--- config.mk ---
export PLATFORM = sky130hd
export DESIGN_NAME = dual_timer_irq
export DESIGN_NICKNAME = d
export VERILOG_FILES = /design/src/rtl/dtmr_pkg.sv /design/src/rtl/dtmr_counter.sv /design/src/rtl/dtmr_ctrl.sv /design/src/rtl/dtmr_irq.sv /design/src/rtl/dual_timer_irq.sv
export SDC_FILE = /design/constraint.sdc
export NUM_CORES = 1
export LEC_CHECK = 0
export BUFFER_PORTS_ARGS = -buffer_cell sky130_fd_sc_hd__buf_2
export CAP_MARGIN = 20
export CORE_MARGIN = 2
export CORE_UTILIZATION = 40
export DETAILED_ROUTE_END_ITERATION = 6
export PLACE_DENSITY = 0.66
export SKIP_CTS_REPAIR_TIMING = 1
export SYNTH_ARGS = -nofsm -noshare
export SYNTH_HDL_FRONTEND = slang
export SYNTH_SLANG_ARGS = --single-unit
--- constraint.sdc ---
create_clock -name clk_i -period 3.9 [get_ports clk_i]
set_clock_uncertainty 0.05 [all_clocks]
set_input_delay 0.78 -clock clk_i [delete_from_list [all_inputs] [get_ports clk_i]]
set_output_delay 0.78 -clock clk_i [all_outputs]
set_load 0.02 [all_outputs]
--- src/rtl/dtmr_pkg.sv ---
package dtmr_pkg;
  localparam int unsigned OFF_CTRL  = 32'h000;
  localparam int unsigned OFF_CAUSE = 32'h110;
  localparam int unsigned OFF_MASK  = 32'h114;
  // cause and mask bit for timer t is t + CAUSE_LSB
  localparam int unsigned CAUSE_LSB = 1;

  function automatic int unsigned rld_off(input int unsigned t);
    return 32'h010 + 8 * t;
  endfunction

  function automatic int unsigned val_off(input int unsigned t);
    return 32'h014 + 8 * t;
  endfunction
endpackage

--- src/rtl/dtmr_counter.sv ---
module dtmr_counter #(
  parameter int unsigned CNT_W = 32
) (
  input  logic             clk_i,
  input  logic             rst_ni,
  input  logic             run_i,
  input  logic             auto_i,
  input  logic             val_we_i,
  input  logic             rld_we_i,
  input  logic [CNT_W-1:0] wdata_i,
  output logic [CNT_W-1:0] cnt_o,
  output logic [CNT_W-1:0] rld_o,
  output logic             tc_o,
  output logic             stop_o
);
  logic [CNT_W-1:0] cnt_q, rld_q;
  logic             at_zero;

  assign at_zero = (cnt_q == '0);
  // software value write masks the terminal event of that cycle
  assign tc_o    = run_i && at_zero && !val_we_i;
  assign stop_o  = tc_o && !auto_i;

  always_ff @(posedge clk_i or negedge rst_ni) begin
    if (!rst_ni) begin
      cnt_q <= '0;
    end else if (val_we_i) begin
      cnt_q <= wdata_i;
    end else if (run_i) begin
      if (!at_zero)    cnt_q <= cnt_q - CNT_W'(1);
      else if (auto_i) cnt_q <= rld_q;
    end
  end

  always_ff @(posedge clk_i or negedge rst_ni) begin
    if (!rst_ni)       rld_q <= '0;
    else if (rld_we_i) rld_q <= wdata_i;
  end

  assign cnt_o = cnt_q;
  assign rld_o = rld_q;
endmodule

--- src/rtl/dtmr_ctrl.sv ---
module dtmr_ctrl #(
  parameter int unsigned NUM_TMR = 2,
  localparam int unsigned CTRL_W = 2 * NUM_TMR
) (
  input  logic               clk_i,
  input  logic               rst_ni,
  input  logic               we_i,
  input  logic [CTRL_W-1:0]  wdata_i,
  input  logic [NUM_TMR-1:0] stop_i,
  output logic [CTRL_W-1:0]  ctrl_o,
  output logic [NUM_TMR-1:0] run_o,
  output logic [NUM_TMR-1:0] auto_o
);
  logic [CTRL_W-1:0] ctrl_q, ctrl_d;

  always_comb begin
    ctrl_d = ctrl_q;
    for (int t = 0; t < NUM_TMR; t++)
      if (stop_i[t]) ctrl_d[2*t] = 1'b0;
    // software write has priority over one-shot self clear
    if (we_i) ctrl_d = wdata_i;
  end

  always_ff @(posedge clk_i or negedge rst_ni) begin
    if (!rst_ni) ctrl_q <= '0;
    else         ctrl_q <= ctrl_d;
  end

  for (genvar t = 0; t < NUM_TMR; t++) begin : g_fld
    assign run_o[t]  = ctrl_q[2*t];
    assign auto_o[t] = ctrl_q[2*t+1];
  end

  assign ctrl_o = ctrl_q;
endmodule

--- src/rtl/dtmr_irq.sv ---
module dtmr_irq #(
  parameter int unsigned NUM_TMR = 2
) (
  input  logic               clk_i,
  input  logic               rst_ni,
  input  logic               cause_we_i,
  input  logic               mask_we_i,
  input  logic [NUM_TMR-1:0] wdata_i,
  input  logic [NUM_TMR-1:0] tc_i,
  output logic [NUM_TMR-1:0] cause_o,
  output logic [NUM_TMR-1:0] mask_o,
  output logic [NUM_TMR-1:0] irq_o
);
  logic [NUM_TMR-1:0] cause_q, mask_q, cause_keep;

  // written 0 clears, written 1 keeps; a set in the same cycle wins
  assign cause_keep = cause_we_i ? (cause_q & wdata_i) : cause_q;

  always_ff @(posedge clk_i or negedge rst_ni) begin
    if (!rst_ni) begin
      cause_q <= '0;
      mask_q  <= '0;
    end else begin
      cause_q <= cause_keep | tc_i;
      if (mask_we_i) mask_q <= wdata_i;
    end
  end

  assign cause_o = cause_q;
  assign mask_o  = mask_q;
  assign irq_o   = cause_q & mask_q;
endmodule

--- src/rtl/dual_timer_irq.sv ---
module dual_timer_irq
  import dtmr_pkg::*;
#(
  parameter int unsigned NUM_TMR = 2,
  parameter int unsigned DATA_W  = 32,
  parameter int unsigned ADDR_W  = 12,
  localparam int unsigned CTRL_W = 2 * NUM_TMR
) (
  input  logic               clk_i,
  input  logic               rst_ni,
  input  logic               wr_en_i,
  input  logic [ADDR_W-1:0]  addr_i,
  input  logic [DATA_W-1:0]  wdata_i,
  output logic [DATA_W-1:0]  rdata_o,
  output logic [NUM_TMR-1:0] irq_o
);
  logic                           sel_ctrl, sel_cause, sel_mask;
  logic [NUM_TMR-1:0]             sel_val, sel_rld;
  logic [NUM_TMR-1:0]             val_we_w, rld_we_w;
  logic [NUM_TMR-1:0]             run_w, auto_w, tc_w, stop_w;
  logic [NUM_TMR-1:0]             cause_w, mask_w;
  logic [CTRL_W-1:0]              ctrl_w;
  logic [NUM_TMR-1:0][DATA_W-1:0] cnt_w, rld_w;

  assign sel_ctrl  = (addr_i == ADDR_W'(OFF_CTRL));
  assign sel_cause = (addr_i == ADDR_W'(OFF_CAUSE));
  assign sel_mask  = (addr_i == ADDR_W'(OFF_MASK));

  for (genvar t = 0; t < NUM_TMR; t++) begin : g_tmr
    assign sel_val[t]  = (addr_i == ADDR_W'(val_off(t)));
    assign sel_rld[t]  = (addr_i == ADDR_W'(rld_off(t)));
    assign val_we_w[t] = wr_en_i && sel_val[t];
    assign rld_we_w[t] = wr_en_i && sel_rld[t];

    dtmr_counter #(.CNT_W(DATA_W)) u_cnt (
      .clk_i    (clk_i),
      .rst_ni   (rst_ni),
      .run_i    (run_w[t]),
      .auto_i   (auto_w[t]),
      .val_we_i (val_we_w[t]),
      .rld_we_i (rld_we_w[t]),
      .wdata_i  (wdata_i),
      .cnt_o    (cnt_w[t]),
      .rld_o    (rld_w[t]),
      .tc_o     (tc_w[t]),
      .stop_o   (stop_w[t])
    );
  end

  dtmr_ctrl #(.NUM_TMR(NUM_TMR)) u_ctrl (
    .clk_i   (clk_i),
    .rst_ni  (rst_ni),
    .we_i    (wr_en_i && sel_ctrl),
    .wdata_i (wdata_i[CTRL_W-1:0]),
    .stop_i  (stop_w),
    .ctrl_o  (ctrl_w),
    .run_o   (run_w),
    .auto_o  (auto_w)
  );

  dtmr_irq #(.NUM_TMR(NUM_TMR)) u_irq (
    .clk_i      (clk_i),
    .rst_ni     (rst_ni),
    .cause_we_i (wr_en_i && sel_cause),
    .mask_we_i  (wr_en_i && sel_mask),
    .wdata_i    (wdata_i[CAUSE_LSB +: NUM_TMR]),
    .tc_i       (tc_w),
    .cause_o    (cause_w),
    .mask_o     (mask_w),
    .irq_o      (irq_o)
  );

  always_comb begin
    rdata_o = '0;
    if (sel_ctrl)  rdata_o[CTRL_W-1:0] = ctrl_w;
    if (sel_cause) rdata_o[CAUSE_LSB +: NUM_TMR] = cause_w;
    if (sel_mask)  rdata_o[CAUSE_LSB +: NUM_TMR] = mask_w;
    for (int t = 0; t < NUM_TMR; t++) begin
      if (sel_rld[t]) rdata_o = rld_w[t];
      if (sel_val[t]) rdata_o = cnt_w[t];
    end
  end
endmodule

==> flow_results.org <==
** STA
- At the pin with the least slew margin, the transition time is 0.8909 ns.
- For this run, the top clock speed supported by timing is 0.2620 GHz.
- Setup violations remaining at the end of the flow were counted as 0.
- Max-slew headroom at the worst pin :: 39.77%
- The number of hold-slack violations in the final timing report came to 0.
- Number of max-slew violations in the final report :: 0
- After layout, the worst path uses 97.85% of the clock period.
- Setup TNS Final :: 0 ns
- Min Clock Period, post-route :: 3.816 ns

** Clock tree
- Insertion delay of the later-clocked pin in the worst-skew pair :: 0.43 ns
- Clock-pin slew was measured on the worst setup and hold paths at 0.06 ns.
- Sink count of the clock tree :: 136
- No sink is reached through more buffers than the 2 on the longest clock path.
- CTS placed an instance of sky130_fd_sc_hd__clkbuf_16 at the clock tree root.
- Buffers inserted during clock tree synthesis total 17.
- The clock tree synthesis step divided the H-tree into 4 levels.
- TritonCTS built the clock tree.

** Floorplanning
- The core region is 21,150 um^2.
- Die Ht :: 151.3 um
- The die is 151.3 um wide.
- Die Footprint :: 22,900 um^2
- Starting Density :: 41.04%
- During I/O placement, the number of pins put on the boundary was 81.
- After floorplanning, the core was divided into 53 placement rows.

** Critical path
- Type of the worst setup path :: input pin to primary output
- Worst R2R Path Depth :: 8
- Crit Path Max Fanout :: 4
- Worst flop-to-flop path endpoint :: g_tmr[0].u_cnt.cnt_o[6]
- For the worst setup path, the data required time is 3.07 ns.
- STA puts the critical path data arrival time at 2.99 ns.
- Launch instance of the worst register-to-register path :: g_tmr[0].u_cnt.cnt_o[0]
- The worst setup path is captured at a primary output.
- Worst setup SP type :: input pin
- Critical Path Start :: addr_i[1]
- Register-to-Register Setup Slack :: 0.53 ns

** Synthesis
- Of the post-synthesis cell area, the part taken by muxes is 9.656%.
- Cell Area, Synth :: 8682 um^2
- Counting distinct cell types in the post-synthesis netlist gives 77.
- Counting flops with an async set or reset pin after synthesis yields a share of 100.0%.
- Sequential elements use 39.20% of the synthesized area.
- Most frequent cell after synthesis :: sky130_fd_sc_hd__dfrtp_1
- Synth Register Bits :: 136
- Counting flops with a built-in enable in the synthesized netlist gives 0.
- The synthesized netlist devotes 22.32% of its cell area to compound gates.
- Adder-cell share of the synthesized area :: 0.4323%
- Ranked by instance count, the synthesized netlist is headed by sky130_fd_sc_hd__dfrtp_1, sky130_fd_sc_hd__nand2_1, sky130_fd_sc_hd__nor2_1, sky130_fd_sc_hd__o21ai_0, sky130_fd_sc_hd__mux2_2.
- Post-synthesis simple-gate area fraction :: 21.40%
- The synthesized netlist devotes 2.421% of its cell area to XOR and XNOR gates.
- The average instance in the mapped netlist occupies 8.699 um^2.
- Leading register cell type out of synthesis :: sky130_fd_sc_hd__dfrtp_1
- After synthesis, the cell types taking the most area are sky130_fd_sc_hd__dfrtp_1, sky130_fd_sc_hd__mux2_2, sky130_fd_sc_hd__nand2_1.
- After technology mapping, the gate count stands at 998.
- By area, the combinational part of the netlist is dominated by compound AO/OA/AOI/OAI gates.
- The Yosys step of the flow raised 0 warnings.
- The number of nets handed over by synthesis was 1,048.
- Top-area cell type share of the netlist area :: 39.20%
- Library cell with the largest summed area after synthesis :: sky130_fd_sc_hd__dfrtp_1

** Routing
- Count of vias placed by the detailed router :: 8,536
- The highest metal layer carrying signal wires in the routed design is met4.
- Length of routed met3 wiring :: 2483 um
- Routed wire length on met2 :: 14,000 um
- Routed via count divided by cell count :: 6.323
- DRC :: 0
- Initial DRT Pass Iterations :: 6
- After detailed routing, the average wire length per cell comes to 23.02 um.
- Overall routed net length :: 31,080 um
- In the final routing, the length of wire on met1 measures 13,810 um.
- Antenna violation net count after detailed routing :: 0
- Number of DRC markers in iteration 0 :: 1,119

** Power and ir drop
- The internal portion of the total power is 2.983 mW.
- Power density over the cells :: 447.6 nW/um^2
- The share of total power dissipated in the clock network is 34.7%.
- Per report_power, the combinational group accounts for 30.1% of the total.
- Sequential Power Share :: 35.2%
- Sw Ratio :: 33.85%
- VDD sags by at most 250.5 uV.
- Summed over all cells, the static leakage comes to 4.594 nW.
- Summed over all nets, the switching power comes to 1.526 mW.

** Hold path
- Class of the most critical hold timing path :: input pin to asynchronous set/reset pin

** Cells and area
- Area taken by multi-input logic gates :: 4921 um^2
- Area growth syn-to-layout :: 16.03%
- Count of filler cells inserted in the layout :: 2,031
- At the end of the flow, the number of nets in the layout was 1,116.
- Cells with a size suffix above 1 make up 22.51% of the layout.
- End-of-flow core utilization :: 47.62%
- Register area :: 3403 um^2
- The number of antenna diodes in the final layout is 0.

** Job
- Max-cap violations in this run came to 0.

** Place
- Number of port buffers :: 80
- The congestion estimate from routability-driven global placement came to 0.9669.
- The HPWL after detailed placement is 22,830 um.

** Global route
- Via count of the first global-routing pass :: 7,980
- Global routing used 27.73% of the available tracks.
- First-pass GRT wire length :: 47,830 um
- Initial antenna violation count :: 0
- Summed over all layers, the global routing overflow is 0.
- Entering global routing, the biggest net connects 94 pins.

** Outcome
- The run finished with clean final reports.
per-stage QoR:
stage               worst slack, ns  cells  power, mW  hold slack, ns  area [um^2]
CTS                         0.06490   1350      4.493          0.4284        10070
floorplan                   0.02400    998      2.514          0.4245         8682
global route              -0.009639   1350      4.735          0.4481        10070
global placement             0.1001   1322      2.921          0.4582         9515
finish                      0.08390   1350      4.509          0.3734        10070
detailed placement          0.07383   1322      2.930          0.4718         9515
critical path: stages:
cell	delay, ns
sky130_fd_sc_hd__buf_2	0.09
sky130_fd_sc_hd__or4_1	0.62
sky130_fd_sc_hd__or3_1	0.42
sky130_fd_sc_hd__buf_4	0.19
sky130_fd_sc_hd__nor2_1	0.20
sky130_fd_sc_hd__a211o_1	0.17
sky130_fd_sc_hd__a221oi_1	0.05
sky130_fd_sc_hd__a221oi_1	0.22
sky130_fd_sc_hd__buf_2	0.25
cell usage in the layout, fill, tap and decap left out, drive strengths merged, types with 9 or more instances in the layout:
cell type / instances
buf: 129
xor2: 15
nand3: 28
dfrtp: 136
xnor2: 9
a31oi: 55
or3: 12
mux2: 70
nand2: 113
and3: 11
nand4: 17
o211ai: 14
clkbuf: 24
o31ai: 9
or4: 12
o21ai: 79
inv: 10
nor4: 17
nor2: 99
nor3: 38
a22oi: 24
a211oi: 14
a21oi: 36
layout make-up:
type                       count  share of cell area [%]
clock inverter                 4                  0.6956
sequential                   136                   33.78
clock buffer                  24                   4.782
multi-input combinational    772                   48.85
inverter                      10                  0.3726
tap                          275                   3.416
timing repair buffer         129                   8.098
state kept, by name, summed over array words and instances, names as in the netlist:
name and flops:
g_tmr.u_cnt.cnt_o 64, g_tmr.u_cnt.rld_o 64, u_ctrl.ctrl_o 4, u_irq.cause_o 2, u_irq.mask_o 2
per-layer routing:
metal / vias to the layer above / track usage [%]
met3: 69 / 4.367
met2: 405 / 42.08
met4: 0 / 9.579
li1: 3887 / -
met5: - / 0
met1: 4175 / 40.18
cell families (layout without fill, tap and decap cells):
logic type,after synthesis,after routing
simple gates,377,377
compound gates,293,293
flops,136,136
buf+inv,90,167
mux,75,75
xor+xnor,24,24
fa+ha+maj,3,3
how the worst max path moves through the flow:
stage                  endpoint  slack, ns  cells past startpoint
floorplan           rdata_o[20]       0.02                      8
global placement     rdata_o[4]       0.10                      9
detailed placement   rdata_o[4]       0.07                      9
CTS                  rdata_o[4]       0.06                      9
global route        rdata_o[10]      -0.01                      9
finish               rdata_o[1]       0.08                      9
power by group through the flow:
stage / combinational, mW / sequential (mW) / clock [mW]
6_report: 1.36 / 1.59 / 1.56
5_1_grt: 1.50 / 1.60 / 1.64
4_1_cts: 1.33 / 1.58 / 1.58
3_5_place_dp: 1.32 / 1.61 / 0
3_3_place_gp: 1.31 / 1.61 / 0
2_1_floorplan: 0.964 / 1.55 / 0
Note: power is estimated with default switching activity, not from simulation.
